<file path="src/rtl/bsc_pkg.sv">
package bsc_pkg;
    typedef enum logic [1:0] {
        ST_EMPTY = 2'd0,
        ST_EQUAL = 2'd1,
        ST_BELOW = 2'd2,
        ST_ABOVE = 2'd3
    } cmp_state_e;
endpackage

</file>
<file path="src/rtl/bsc_next.sv">
module bsc_next
    import bsc_pkg::*;
(
    input  cmp_state_e cur_st,
    input  logic       cur_slt,
    input  logic       clr,
    input  logic       vld,
    input  logic       bit_a,
    input  logic       bit_b,
    output cmp_state_e nxt_st,
    output logic       nxt_slt
);
    cmp_state_e base_st;
    logic       base_slt;

    always_comb begin
        base_st  = clr ? ST_EMPTY : cur_st;
        base_slt = clr ? 1'b0 : cur_slt;
        nxt_st   = base_st;
        nxt_slt  = base_slt;
        if (vld) begin
            unique case ({bit_a, bit_b})
                2'b01: begin
                    nxt_st  = ST_BELOW;   // LOWER
                    nxt_slt = 1'b0;
                end
                2'b10: begin
                    nxt_st  = ST_ABOVE;   // HIGHER
                    nxt_slt = 1'b1;
                end
                default: begin            // TIE
                    nxt_st  = (base_st == ST_EMPTY) ? ST_EQUAL : base_st;
                    nxt_slt = (base_st == ST_BELOW);
                end
            endcase
        end
    end
endmodule

</file>
<file path="src/rtl/bsc_decode.sv">
module bsc_decode
    import bsc_pkg::*;
(
    input  cmp_state_e st,
    input  logic       slt_q,
    output logic       eq,
    output logic       ult,
    output logic       slt,
    output logic       ugt,
    output logic       sgt
);
    always_comb begin
        unique case (st)
            ST_EMPTY: begin eq = 1'b1; ult = 1'b0; end
            ST_EQUAL: begin eq = 1'b1; ult = 1'b0; end
            ST_BELOW: begin eq = 1'b0; ult = 1'b1; end
            ST_ABOVE: begin eq = 1'b0; ult = 1'b0; end
            default:  begin eq = 1'b1; ult = 1'b0; end
        endcase
        slt = slt_q;
        ugt = ~ult & ~eq;
        sgt = ~slt_q & ~eq;
    end
endmodule

</file>
<file path="src/rtl/bsc_core.sv">
module bsc_core
    import bsc_pkg::*;
(
    input  logic clk,
    input  logic rst,
    input  logic start_i,
    input  logic valid_i,
    input  logic a_i,
    input  logic b_i,
    output logic eq_o,
    output logic ult_o,
    output logic slt_o,
    output logic ugt_o,
    output logic sgt_o
);
    cmp_state_e state_q, state_d;
    logic       slt_q, slt_d;

    bsc_next u_next (
        .cur_st  (state_q),
        .cur_slt (slt_q),
        .clr     (start_i),
        .vld     (valid_i),
        .bit_a   (a_i),
        .bit_b   (b_i),
        .nxt_st  (state_d),
        .nxt_slt (slt_d)
    );

    // state register
    always_ff @(posedge clk) begin
        if (rst) begin
            state_q <= ST_EMPTY;
            slt_q   <= 1'b0;
        end else begin
            state_q <= state_d;
            slt_q   <= slt_d;
        end
    end

    // outputs
    bsc_decode u_dec (
        .st    (state_q),
        .slt_q (slt_q),
        .eq    (eq_o),
        .ult   (ult_o),
        .slt   (slt_o),
        .ugt   (ugt_o),
        .sgt   (sgt_o)
    );
endmodule

</file>
<file path="config.mk">
export PLATFORM = sky130hd
export DESIGN_NAME = bsc_core
export DESIGN_NICKNAME = d
export VERILOG_FILES = /design/src/rtl/bsc_pkg.sv /design/src/rtl/bsc_next.sv /design/src/rtl/bsc_decode.sv /design/src/rtl/bsc_core.sv
export SDC_FILE = /design/constraint.sdc
export NUM_CORES = 1
export LEC_CHECK = 0
export CORE_AREA = 2 2 39 41
export DETAILED_ROUTE_END_ITERATION = 7
export DIE_AREA = 0 0 41 43
export GPL_TIMING_DRIVEN = 0
export HOLD_SLACK_MARGIN = 0.15
export PLACE_DENSITY = 0.45
export RECOVER_POWER = 25
export SLEW_MARGIN = 30
export SYNTH_ARGS = -nofsm -noshare
export SYNTH_HDL_FRONTEND = slang
export SYNTH_SLANG_ARGS = --single-unit
</file>
<file path="constraint.sdc">
create_clock -name clk -period 1.8 [get_ports clk]
set_clock_uncertainty 0.15 [all_clocks]
set_input_delay 0.36 -clock clk [delete_from_list [all_inputs] [get_ports clk]]
set_output_delay 0.36 -clock clk [all_outputs]
set_load 0.02 [all_outputs]
</file>
==> flow_summary.json, run 1 <==
{
  "run_status": "complete, no violations",
  "synth_area_leaders": "dfxtp_1, a311oi_2, nand2b_4, ha_1, nand2b_1",
  "grt_usage": 0.0601,
  "clockBufferDepth": 2,
  "fin_crit_sh": 0.959,
  "grt_max_degree": 5,
  "cts_hold_buf": 0,
  "dp_cells": 47,
  "whs_ns": 0.369,
  "root_buffer": "clkbuf_4",
  "cpLargestDelayFamily": "buffers and inverters",
  "die-area_sq_um": 1760,
  "finalNonFillerCells": 51,
  "htree_levels": 1,
  "worstPathRequired_ns": 1.80,
  "maxCapViolCount": 0,
  "grt_pass1_wl_um": 627,
  "cts_made_buffers": 3,
  "drv_slew": 0,
  "fmax_ghz": 0.579,
  "final_area_sq_um": 318,
  "worstPathCellList": "clkdlybuf4s50_1 > inv_1 > ha_1 > or3b_4 > a311oi_2",
  "place_congestion": 0.766,
  "setup_viol": 0,
  "wire_per_inst_um": 7.51,
  "end_kind": "flop",
  "clockPowerShare": 0.483,
  "critPathBufInv": 2,
  "worst_pin_slew_ns": 0.251,
  "synthesis.area_sq_um": 179,
  "critPathKind": "input pin to flop",
  "cpPeakStageDelay_ns": 0.45,
  "power.share.switching": 0.260,
  "cts_num_sinks": 3,
  "combPwrFrac": 0.205,
  "post_cts_resized": 3,
  "p_sw_mw": 0.0640,
  "first_pass_iters": 3,
  "async_reset_ff_frac": 0,
  "final_core_utilization": 0.230,
  "synthTopCellsByCount": "dfxtp_1, inv_1, nor2_1",
  "die_height_um": 43,
  "clk_pin_slew_ns": 0.04,
  "drive_gt1_frac": 0.200,
  "power_mw": 0.246,
  "synth_edf_count": 0,
  "fin_nets": 43,
  "yosysTopAreaCell": "dfxtp_1",
  "arrival_ns": 1.72,
  "antenna_found_initial": 0,
  "worstSkewPairLatency_ns": 0.23,
  "place_area_sq_um": 299,
  "io_buffers": 10,
  "syn_inst": 21,
  "fin_ws_ns": 0.0731,
  "vdd_ir_drop_max_v": 0.000170,
  "ys_types": 12,
  "yosys_most_used_dff": "dfxtp_1",
  "post-place-ws_ns": -0.152,
  "diodes": 0,
  "syn_nets": 28,
  "cp-start-kind": "input pin",
  "tritoncts": "yes",
  "p_seq_frac": 0.312,
  "critPathSlowestCell": "clkdlybuf4s50_1",
  "min_period_ns": 1.73,
  "synth_top_area_share": 0.336,
  "slew_headroom": 0.834,
  "core_area_sq_um": 1380,
  "seq_area_frac_synth": 0.336,
  "setup-tns-final_ns": 0,
  "io_pins": 11,
  "dieWidth_um": 41,
  "start_util": 0.129,
  "num_vias": 187,
  "ys_ff_latch": 3,
  "routed_wl_um": 383,
  "final.fill_count": 156,
  "hp-class": "flop to flop",
  "syn_avg_cell_area_sq_um": 8.52,
  "avgViaCountPerCell": 3.67,
  "synth_warnings": 0,
  "power_density_nw_per_um2": 775,
  "rows": 14,
  "power.internal_mw": 0.182,
  "dp_hpwl_um": 292,
  "rsz0062_at_grt": "no",
  "p_leak_nw": 0.145,
  "drtIter0Drc": 1,
  "grt_pass1_vias": 167,
  "area_growth_pct": 77.6,
  "drc_errors": 0,
  "overflow": 0,
  "ant_nets": 0,
  "postCtsSetupRepairBufs": 0,
  "finalHoldViolations": 0,
  "cp_max_fo": 3
}
cells in the final DEF (no fill, tap or decap), drive strengths merged:
| cell type | instances |
|---|---|
| clkdlybuf4s50 | 6 |
| clkbuf | 5 |
| inv | 3 |
| nor2 | 3 |
| dlygate4sd2 | 3 |
| dfxtp | 3 |
| nand2b | 3 |
| nand2 | 2 |
| a21oi | 2 |
| a311oi | 2 |
| and2 | 1 |
| or3b | 1 |
| ha | 1 |
layer usage:
layer	routed length, um	GRT usage
met3	43	0.0157
met2	129	0.0563
met4	29	0.100
met5	0	0
met1	181	0.0764
flip-flops by register name, summed over array words and instances, names as in the netlist:
signal / cells
state_q: 2
slt_q: 1
area by class of cell:
| cell class | instances | area (sq um) | area share |
|---|---|---|---|
| multi-input cells | 15 | 110 | 0.346 |
| repair buffers | 10 | 90.1 | 0.283 |
| flip-flops and latches | 3 | 60.1 | 0.189 |
| clock buffers | 4 | 26.3 | 0.0827 |
| well taps | 16 | 20.0 | 0.0630 |
| inverters | 3 | 11.3 | 0.0354 |
power groups by stage:
stage	clock, mW	sequential, mW	combinational (mW)
floorplan	0	0.0783	0.0255
global placement	0	0.0777	0.0548
detailed placement	0	0.0779	0.0544
CTS	0.125	0.0768	0.0520
global route	0.132	0.0774	0.0556
finish	0.119	0.0769	0.0504
worst register-to-register path, delay by kind of cell (launching register included):
kind	cells	cell delay [ns]
flip-flops	1	0.37
AO/OA/AOI/OAI	1	0.23
AND/OR/NAND/NOR	2	0.43
cell families (layout without fill, tap and decap cells):
| logic type | after synthesis | after routing | synth area share |
|---|---|---|---|
| adders and majority gates | 1 | 1 | 0.0699 |
| DFF | 3 | 3 | 0.336 |
| AOI/OAI and AO/OA | 4 | 4 | 0.189 |
| and+or+nand+nor | 10 | 10 | 0.343 |
| buffers and inverters | 3 | 17 | 0.0629 |
worst paths after layout:
path         depth (start not counted)             startpoint                     to  slack [ns]
max                                  5                    b_i     slt_q$_SDFFE_PP0P_        0.07
min                                  2  state_q[1]$_SDFF_PP0_  state_q[1]$_SDFF_PP0_        0.37
max reg2reg                          3  state_q[1]$_SDFF_PP0_     slt_q$_SDFFE_PP0P_        0.53
min reg2reg                          2  state_q[1]$_SDFF_PP0_  state_q[1]$_SDFF_PP0_        0.37
(Power assumes the default switching activity.)
==> inputs of run 2 (changes only) <==
- CTS_CLUSTER_DIAMETER: default -> 50
- MAX_ROUTING_LAYER: default -> met4
==> run 2 against run 1 <==
Against the previous run: combinational power about the same; routed wire length up 0.52%; final cell count unchanged; worst setup slack worse by 0.0016 ns; core utilization unchanged; largest cell class unchanged.
==> flow_summary.json, run 2 (synthesized netlist as in run 1, its figures left out) <==
{
  "reg2reg_to": "slt_q$_SDFFE_PP0P_",
  "regMostFlops": "state_q",
  "maxCapViolCount": 0,
  "cts_made_buffers": 3,
  "cp_max_fo": 3,
  "grt_busiest_layer": "met4",
  "rsz0062_at_grt": "no",
  "place_congestion": 0.776,
  "dp_cells": 47,
  "die-area_sq_um": 1760,
  "final.fill_count": 156,
  "grt_max_degree": 5,
  "fin_crit_sh": 0.960,
  "reg_top3": "state_q (2), slt_q (1)",
  "rrSetupSlack_ns": 0.53,
  "r2r_cells": 3,
  "clockBufferDepth": 2,
  "first_pass_iters": 3,
  "drc_errors": 0,
  "num_vias": 183,
  "slew_headroom": 0.834,
  "cts_hold_buf": 0,
  "min_period_ns": 1.73,
  "tritoncts": "yes",
  "use_met2": 0.0563,
  "timing.rr.start": "state_q[1]$_SDFF_PP0_",
  "finalNonFillerCells": 51,
  "arrival_ns": 1.72,
  "routed_wl_um": 385,
  "crit_path_end": "slt_q$_SDFFE_PP0P_",
  "area_growth_pct": 77.6,
  "grt_pass1_wl_um": 627,
  "vdd_ir_drop_max_v": 0.000169,
  "finalHoldViolations": 0,
  "end_kind": "flop",
  "cp-start-kind": "input pin",
  "grt_pass1_vias": 168,
  "drv_slew": 0,
  "root_buffer": "clkbuf_4",
  "avgViaCountPerCell": 3.59,
  "start_util": 0.129,
  "io_buffers": 10,
  "core_area_sq_um": 1380,
  "fmax_ghz": 0.579,
  "grt_use_met1": 0.0764,
  "setup-tns-final_ns": 0,
  "run_status": "complete, no violations",
  "worstSkewPairLatency_ns": 0.23,
  "grt_usage": 0.0615,
  "ant_nets": 0,
  "die_height_um": 43,
  "power_density_nw_per_um2": 771,
  "hp-class": "flop to flop",
  "drive_gt1_frac": 0.200,
  "final_common_cell": "clkdlybuf4s50_1",
  "final_area_sq_um": 318,
  "largest_reg_flops": 2,
  "worst_pin_slew_ns": 0.251,
  "cts_num_sinks": 3,
  "clk_pin_slew_ns": 0.04,
  "fin_nets": 43,
  "dieWidth_um": 41,
  "post-place-ws_ns": -0.152,
  "crit_start": "b_i",
  "wire_per_inst_um": 7.55,
  "critPathKind": "input pin to flop",
  "power_mw": 0.245,
  "drtIter0Drc": 1,
  "setup_viol": 0,
  "p_leak_nw": 0.145,
  "io_pins": 11,
  "fin_ws_ns": 0.0715,
  "antenna_found_initial": 0,
  "worstPathRequired_ns": 1.79,
  "diodes": 0,
  "place_area_sq_um": 299,
  "dp_hpwl_um": 292,
  "htree_levels": 1,
  "rows": 14,
  "met3_usage": 0.0157,
  "overflow": 0
}
-- run 2: worst max-delay path, stage by stage --
cell and delay, ns:
clkdlybuf4s50_1 0.45, inv_1 0.04, ha_1 0.28, or3b_4 0.37, a311oi_2 0.23
-- run 2: per-stage QoR --
| step | util | hold WS [ns] |
|---|---|---|
| 2_1_floorplan | - | 0.279 |
| 3_3_place_gp | 0.216 | 0.367 |
| 3_5_place_dp | 0.216 | 0.366 |
| 4_1_cts | 0.232 | 0.372 |
| 5_1_grt | 0.230 | 0.385 |
| 6_report | 0.230 | 0.369 |
-- run 2: what timing repair did --
| action | 4_1_cts | 5_1_grt |
|---|---|---|
| resized for setup | 3 | 2 |
| endpoints found under the setup margin | 3 | 2 |
| buffers inserted | 0 | 0 |
-- run 2: final cells by class --
cell class | instances | area (sq um) | share of cell area
clock buffer | 4 | 26.3 | 0.0827
inverter | 3 | 11.3 | 0.0354
multi-input combinational | 15 | 110 | 0.346
timing repair buffer | 10 | 90.1 | 0.283
tap | 16 | 20.0 | 0.0630
sequential | 3 | 60.1 | 0.189
-- run 2: report_power, final --
part | switching [mW] | leakage [nW] | total (mW) | internal (mW)
combinational | 0.0233 | 0.105 | 0.0504 | 0.0271
sequential | 0.00495 | 0.0248 | 0.0769 | 0.0720
clock | 0.0347 | 0.0150 | 0.118 | 0.0831
-- run 2: worst min path at each step --
stage	start	endpoint	slack, ns	cells past startpoint
finish	state_q[1]$_SDFF_PP0_	state_q[1]$_SDFF_PP0_	0.37	2
global route	state_q[1]$_SDFF_PP0_	state_q[1]$_SDFF_PP0_	0.38	2
CTS	state_q[1]$_SDFF_PP0_	state_q[1]$_SDFF_PP0_	0.37	2
detailed placement	state_q[1]$_SDFF_PP0_	state_q[1]$_SDFF_PP0_	0.37	2
global placement	state_q[1]$_SDFF_PP0_	state_q[1]$_SDFF_PP0_	0.37	2
floorplan	rst	state_q[1]$_SDFF_PP0_	0.28	1
-- run 2: per-layer routing --
metal  share of wire  vias to the layer above  routed length (um)
li1                -                       97                   -
met1            0.48                       73                 183
met3            0.10                        2                  39
met5               0                        -                   0
met4           0.049                        0                  19
met2            0.37                       11                 142
